==> config.mk <==
export PLATFORM = sky130hd
export DESIGN_NAME = axi_width_downsizer
export DESIGN_NICKNAME = d
export VERILOG_FILES = /design/src/rtl/axi_width_downsizer.sv
export SDC_FILE = /design/constraint.sdc
export NUM_CORES = 1
export LEC_CHECK = 0
export BUFFER_PORTS_ARGS = -buffer_cell sky130_fd_sc_hd__buf_4
export CAP_MARGIN = 0
export CELL_PAD_IN_SITES_DETAIL_PLACEMENT = 0
export CELL_PAD_IN_SITES_GLOBAL_PLACEMENT = 2
export CORE_AREA = 5 5 224 226
export DETAILED_ROUTE_END_ITERATION = 7
export DIE_AREA = 0 0 229 231
export GPL_TIMING_DRIVEN = 1
export PLACE_DENSITY = 0.62
export SYNTH_ARGS = -nofsm -noshare
export SYNTH_HDL_FRONTEND = slang
export SYNTH_SLANG_ARGS = --single-unit
==> constraint.sdc <==
create_clock -name clk -period 1.9 [get_ports clk]
set_clock_uncertainty 0.05 [all_clocks]
set_input_delay 0 -clock clk [delete_from_list [all_inputs] [get_ports clk]]
set_output_delay 0 -clock clk [all_outputs]
set_load 0.01 [all_outputs]
==> src/rtl/axi_width_downsizer.sv <==
module axi_width_downsizer #(
  parameter int ID_W     = 4,
  parameter int ADDR_W   = 32,
  parameter int LEN_W    = 8,
  parameter int WIDE_W   = 128,
  parameter int NARROW_W = 32
) (
  input  logic                  clk,
  input  logic                  rst_n,
  input  logic                  mgr_awvalid,
  output logic                  mgr_awready,
  input  logic [ID_W-1:0]       mgr_awid,
  input  logic [ADDR_W-1:0]     mgr_awaddr,
  input  logic [LEN_W-1:0]      mgr_awlen,
  input  logic [1:0]            mgr_awburst,
  input  logic                  mgr_wvalid,
  output logic                  mgr_wready,
  input  logic [WIDE_W-1:0]     mgr_wdata,
  input  logic [WIDE_W/8-1:0]   mgr_wstrb,
  input  logic                  mgr_wlast,
  output logic                  mgr_bvalid,
  input  logic                  mgr_bready,
  output logic [ID_W-1:0]       mgr_bid,
  output logic [1:0]            mgr_bresp,
  input  logic                  mgr_arvalid,
  output logic                  mgr_arready,
  input  logic [ID_W-1:0]       mgr_arid,
  input  logic [ADDR_W-1:0]     mgr_araddr,
  input  logic [LEN_W-1:0]      mgr_arlen,
  input  logic [1:0]            mgr_arburst,
  output logic                  mgr_rvalid,
  input  logic                  mgr_rready,
  output logic [ID_W-1:0]       mgr_rid,
  output logic [WIDE_W-1:0]     mgr_rdata,
  output logic [1:0]            mgr_rresp,
  output logic                  mgr_rlast,
  output logic                  sub_awvalid,
  input  logic                  sub_awready,
  output logic [ID_W-1:0]       sub_awid,
  output logic [ADDR_W-1:0]     sub_awaddr,
  output logic [LEN_W-1:0]      sub_awlen,
  output logic [2:0]            sub_awsize,
  output logic [1:0]            sub_awburst,
  output logic                  sub_wvalid,
  input  logic                  sub_wready,
  output logic [NARROW_W-1:0]   sub_wdata,
  output logic [NARROW_W/8-1:0] sub_wstrb,
  output logic                  sub_wlast,
  input  logic                  sub_bvalid,
  output logic                  sub_bready,
  input  logic [ID_W-1:0]       sub_bid,
  input  logic [1:0]            sub_bresp,
  output logic                  sub_arvalid,
  input  logic                  sub_arready,
  output logic [ID_W-1:0]       sub_arid,
  output logic [ADDR_W-1:0]     sub_araddr,
  output logic [LEN_W-1:0]      sub_arlen,
  output logic [2:0]            sub_arsize,
  output logic [1:0]            sub_arburst,
  input  logic                  sub_rvalid,
  output logic                  sub_rready,
  input  logic [ID_W-1:0]       sub_rid,
  input  logic [NARROW_W-1:0]   sub_rdata,
  input  logic [1:0]            sub_rresp,
  input  logic                  sub_rlast
);

  localparam int RATIO  = WIDE_W / NARROW_W;
  localparam int SEL_W  = $clog2(RATIO);
  localparam int NBYTES = NARROW_W / 8;
  localparam int HOLD_W = WIDE_W - NARROW_W;
  localparam logic [2:0] NSIZE = 3'($clog2(NBYTES));
  localparam logic [SEL_W-1:0] LAST_SEL = SEL_W'(RATIO - 1);

  logic              wr_open, rd_open;
  logic [SEL_W-1:0]  w_sel, r_sel;
  logic [HOLD_W-1:0] r_hold;
  logic [1:0]        r_worst, r_merge;
  logic              w_fin, r_fin;

  // write address
  assign sub_awvalid = mgr_awvalid & ~wr_open;
  assign mgr_awready = sub_awready & ~wr_open;
  assign sub_awid    = mgr_awid;
  assign sub_awaddr  = mgr_awaddr;
  assign sub_awburst = mgr_awburst;
  assign sub_awsize  = NSIZE;
  assign sub_awlen   = LEN_W'((32'(mgr_awlen) + 1) * RATIO - 1);

  // write data slicing
  assign w_fin      = (w_sel == LAST_SEL);
  assign sub_wvalid = mgr_wvalid & wr_open;
  assign sub_wdata  = mgr_wdata[w_sel*NARROW_W +: NARROW_W];
  assign sub_wstrb  = mgr_wstrb[w_sel*NBYTES +: NBYTES];
  assign sub_wlast  = mgr_wlast & w_fin;
  assign mgr_wready = sub_wready & wr_open & w_fin;

  // write response
  assign mgr_bvalid = sub_bvalid;
  assign sub_bready = mgr_bready;
  assign mgr_bid    = sub_bid;
  assign mgr_bresp  = sub_bresp;

  // read address
  assign sub_arvalid = mgr_arvalid & ~rd_open;
  assign mgr_arready = sub_arready & ~rd_open;
  assign sub_arid    = mgr_arid;
  assign sub_araddr  = mgr_araddr;
  assign sub_arburst = mgr_arburst;
  assign sub_arsize  = NSIZE;
  assign sub_arlen   = LEN_W'((32'(mgr_arlen) + 1) * RATIO - 1);

  // read data packing
  assign r_fin      = (r_sel == LAST_SEL);
  assign r_merge    = (r_sel == '0) ? sub_rresp :
                      ((sub_rresp > r_worst) ? sub_rresp : r_worst);
  assign sub_rready = rd_open & (r_fin ? mgr_rready : 1'b1);
  assign mgr_rvalid = sub_rvalid & rd_open & r_fin;
  assign mgr_rdata  = {sub_rdata, r_hold};
  assign mgr_rresp  = r_merge;
  assign mgr_rid    = sub_rid;
  assign mgr_rlast  = sub_rlast;

  always_ff @(posedge clk) begin
    if (!rst_n) begin
      wr_open <= 1'b0;
      w_sel   <= '0;
    end else begin
      if (sub_awvalid && sub_awready) wr_open <= 1'b1;
      else if (mgr_bvalid && mgr_bready) wr_open <= 1'b0;
      if (sub_wvalid && sub_wready) w_sel <= w_sel + 1'b1;
    end
  end

  always_ff @(posedge clk) begin
    if (!rst_n) begin
      rd_open <= 1'b0;
      r_sel   <= '0;
      r_hold  <= '0;
      r_worst <= 2'b00;
    end else begin
      if (sub_arvalid && sub_arready) rd_open <= 1'b1;
      else if (mgr_rvalid && mgr_rready && mgr_rlast) rd_open <= 1'b0;
      if (sub_rvalid && sub_rready) begin
        r_sel   <= r_sel + 1'b1;
        r_worst <= r_merge;
        if (!r_fin) r_hold <= HOLD_W'({sub_rdata, r_hold} >> NARROW_W);
      end
    end
  end

endmodule

==> out/metrics.cfg <==
[hold_path]
worstHoldPathType=primary input to flip-flop
min-delay-start=sub_rresp[1]

[critical_path]
r2r_slack_ns=0.18
start_kind=flip-flop
cp.arrival_ns=1.77
critical_path_required_ns=1.85
crit_type=flip-flop to output port
r2r-end=rd_open$_SDFFE_PN0P_
cp-end-kind=output port
r2r_cells=5
cp_max_fo=19
rr_startpoint=r_sel[0]$_SDFFE_PN0P_
cp-endpoint=sub_wdata[10]
setup.worst_path.start=w_sel[0]$_SDFFE_PN0P_

[layout]
num-fill-cells=5313
multiInputGateArea_um2=2731
fin_cells=1720
design_area_um2=10440
seq_area_um2=2087
fin_nets=1394
final_common_cell=buf_4
drive_gt1_frac=0.4389
layout_common_cells=buf_4, nand2_1, dlygate4sd3_1
fin_util=0.2169
areaGrowthSynthToFinish_pct=74.31

[die]
chipHeight_um=231
fp.dieW_um=229
core_area_um2=48140
dieArea_um2=52900
io_pins=580
start_util=0.1244
rows=81

[clock_tree]
cts_tree=yes
cts.sinks=104
cts_buffer_depth=2
cts-root-buf=clkbuf_16
clk_pin_slew_ns=0.08
cts_made_buffers=9
post_cts_buffers=0
htree_levels=3
clk_latency_ns=0.37

[synthesis]
yosys.area.top_type_share=0.3475
ys_warn_count=0
synth_top_cell_by_area=dfxtp_1
synth-async-reset-ratio=0
ys_ff_latch=104
synth_seq_area_share=0.3475
avgSynthCellArea_um2=8.462
syn_area_um2=5991
synth_edf_count=0
synthFlopType=dfxtp_1
ys_types=42
synth.area.top_cells=dfxtp_1, buf_4, mux4_2
syn_inst=708

[routing]
drt_iter0_markers=206
routed_wl_mm=34.91
drc=0
num_vias=6333
firstDrtPassIters=4
post_drt_wl_per_cell_um=20.30
ant_nets=0
vias_per_cell=3.682

[sta]
finalSetupViolCount=0
slew_headroom=0.6429
worstMarginPinSlew_ns=0.5357
fmax_mhz=551.0
final.min_clock_period_ns=1.815
period_share=0.9553
drv_slew=0
hold_viol=0

[global_routing]
grt_overflow_total=0
first_global_vias=6357
grt_pass1_wl_mm=47.18
grt_usage=0.1214
antenna_found_initial=7
grt_max_degree=105

[placement]
place_hpwl_mm=27.44
dp.cells=1576
postPlaceCellArea_um2=8820
finalWeightedCongestion=0.8209
portBuffers=393

[power]
p_leak_uw=0.004344
ir_worst_vdd_mv=0.3546
pwr_density_cell_nw_per_um2=550.9
power_uw=5753

[job]
maxCapViolCount=0

[run_status]
outcome=complete, no violations

## worst min-delay path by stage
stage	endpoint	slack, ns	cells after the start
6_report	r_worst[1]$_SDFFE_PN0P_	0.06	5
5_1_grt	r_worst[1]$_SDFFE_PN0P_	0.08	5
4_1_cts	r_worst[1]$_SDFFE_PN0P_	0.02	5
3_5_place_dp	mgr_bresp[1]	-0.05	0
3_3_place_gp	mgr_bresp[1]	-0.05	0
2_1_floorplan	sub_arlen[3]	0.03	1
## repair_timing
action,4_1_cts,5_1_grt
resized for setup,2,3
pin swaps,0,1
hold buffers,124,0
hold endpoints to repair,123,0
setup endpoints to repair,16,7
gates cloned,1,1
## cell usage after synthesis (3+ instances only)
cell type,n
and2_1,3
xnor2_1,7
nand2b_1,3
o21ai_0,5
inv_1,6
a21oi_1,101
nor2b_1,6
mux4_2,36
mux2i_1,4
buf_1,7
buf_2,8
ha_1,9
and3_1,3
dfxtp_1,104
nor2_1,10
clkbuf_1,26
nand2_1,201
buf_4,134
xor2_1,8
## logic make-up after synthesis
| kind of cell | count (synthesis) | share of synthesized area |
|---|---|---|
| AOI/OAI and AO/OA | 114 | 0.09921 |
| muxes | 40 | 0.1420 |
| adders and majority gates | 9 | 0.01880 |
| xor gates and xnor gates | 15 | 0.02193 |
| and+or+nand+nor | 240 | 0.1652 |
| buffers and inverters | 184 | 0.2040 |
| DFF | 104 | 0.3475 |
| other | 2 | 0.001254 |
## report_power, final
group / internal [uW] / total [uW] / switching, uW
clock: 1050 / 2010 / 960
sequential: 2210 / 2240 / 29.7
combinational: 825 / 1500 / 678
## stage by stage
stage	setup slack (ns)	hold WS [ns]	TNS, ns
after global routing	-0.0007145	0.08461	-0.0007145
after CTS	0.004254	0.01928	0
after detailed placement	0.06349	-0.04993	0
after global placement	0.01496	-0.04993	0
final	0.08499	0.05821	0
after floorplan	0.2929	0.03006	0
## worst max-delay path, stage by stage, from the launching register on
cell,delay (ns)
dfxtp_4,0.44
buf_16,0.21
mux4_2,0.58
buf_6,0.15
## layout make-up
class	instances	area share
well taps	622	0.07453
clock inverters	7	0.008387
multi-input cells	428	0.2616
inverters	7	0.002636
repair buffers	541	0.4310
flip-flops and latches	104	0.1999
clock buffers	9	0.02157
diodes	2	0.0004793
## sequential cells by signal (all words and copies together) (netlist names)
signal   cells
r_hold      96
r_sel        2
r_worst      2
w_sel        2
rd_open      1
wr_open      1
## layer usage
metal / part of all wire / global-route usage / routed length, um / vias up
met3: 0.083 / 0.04809 / 2909 / 43
li1: - / - / - / 2972
met1: 0.37 / 0.1310 / 12740 / 2999
met2: 0.52 / 0.2190 / 18320 / 311
met4: 0.025 / 0.03721 / 890 / 8
met5: 0.0015 / 0 / 52 / -
(Power assumes the default switching activity.)
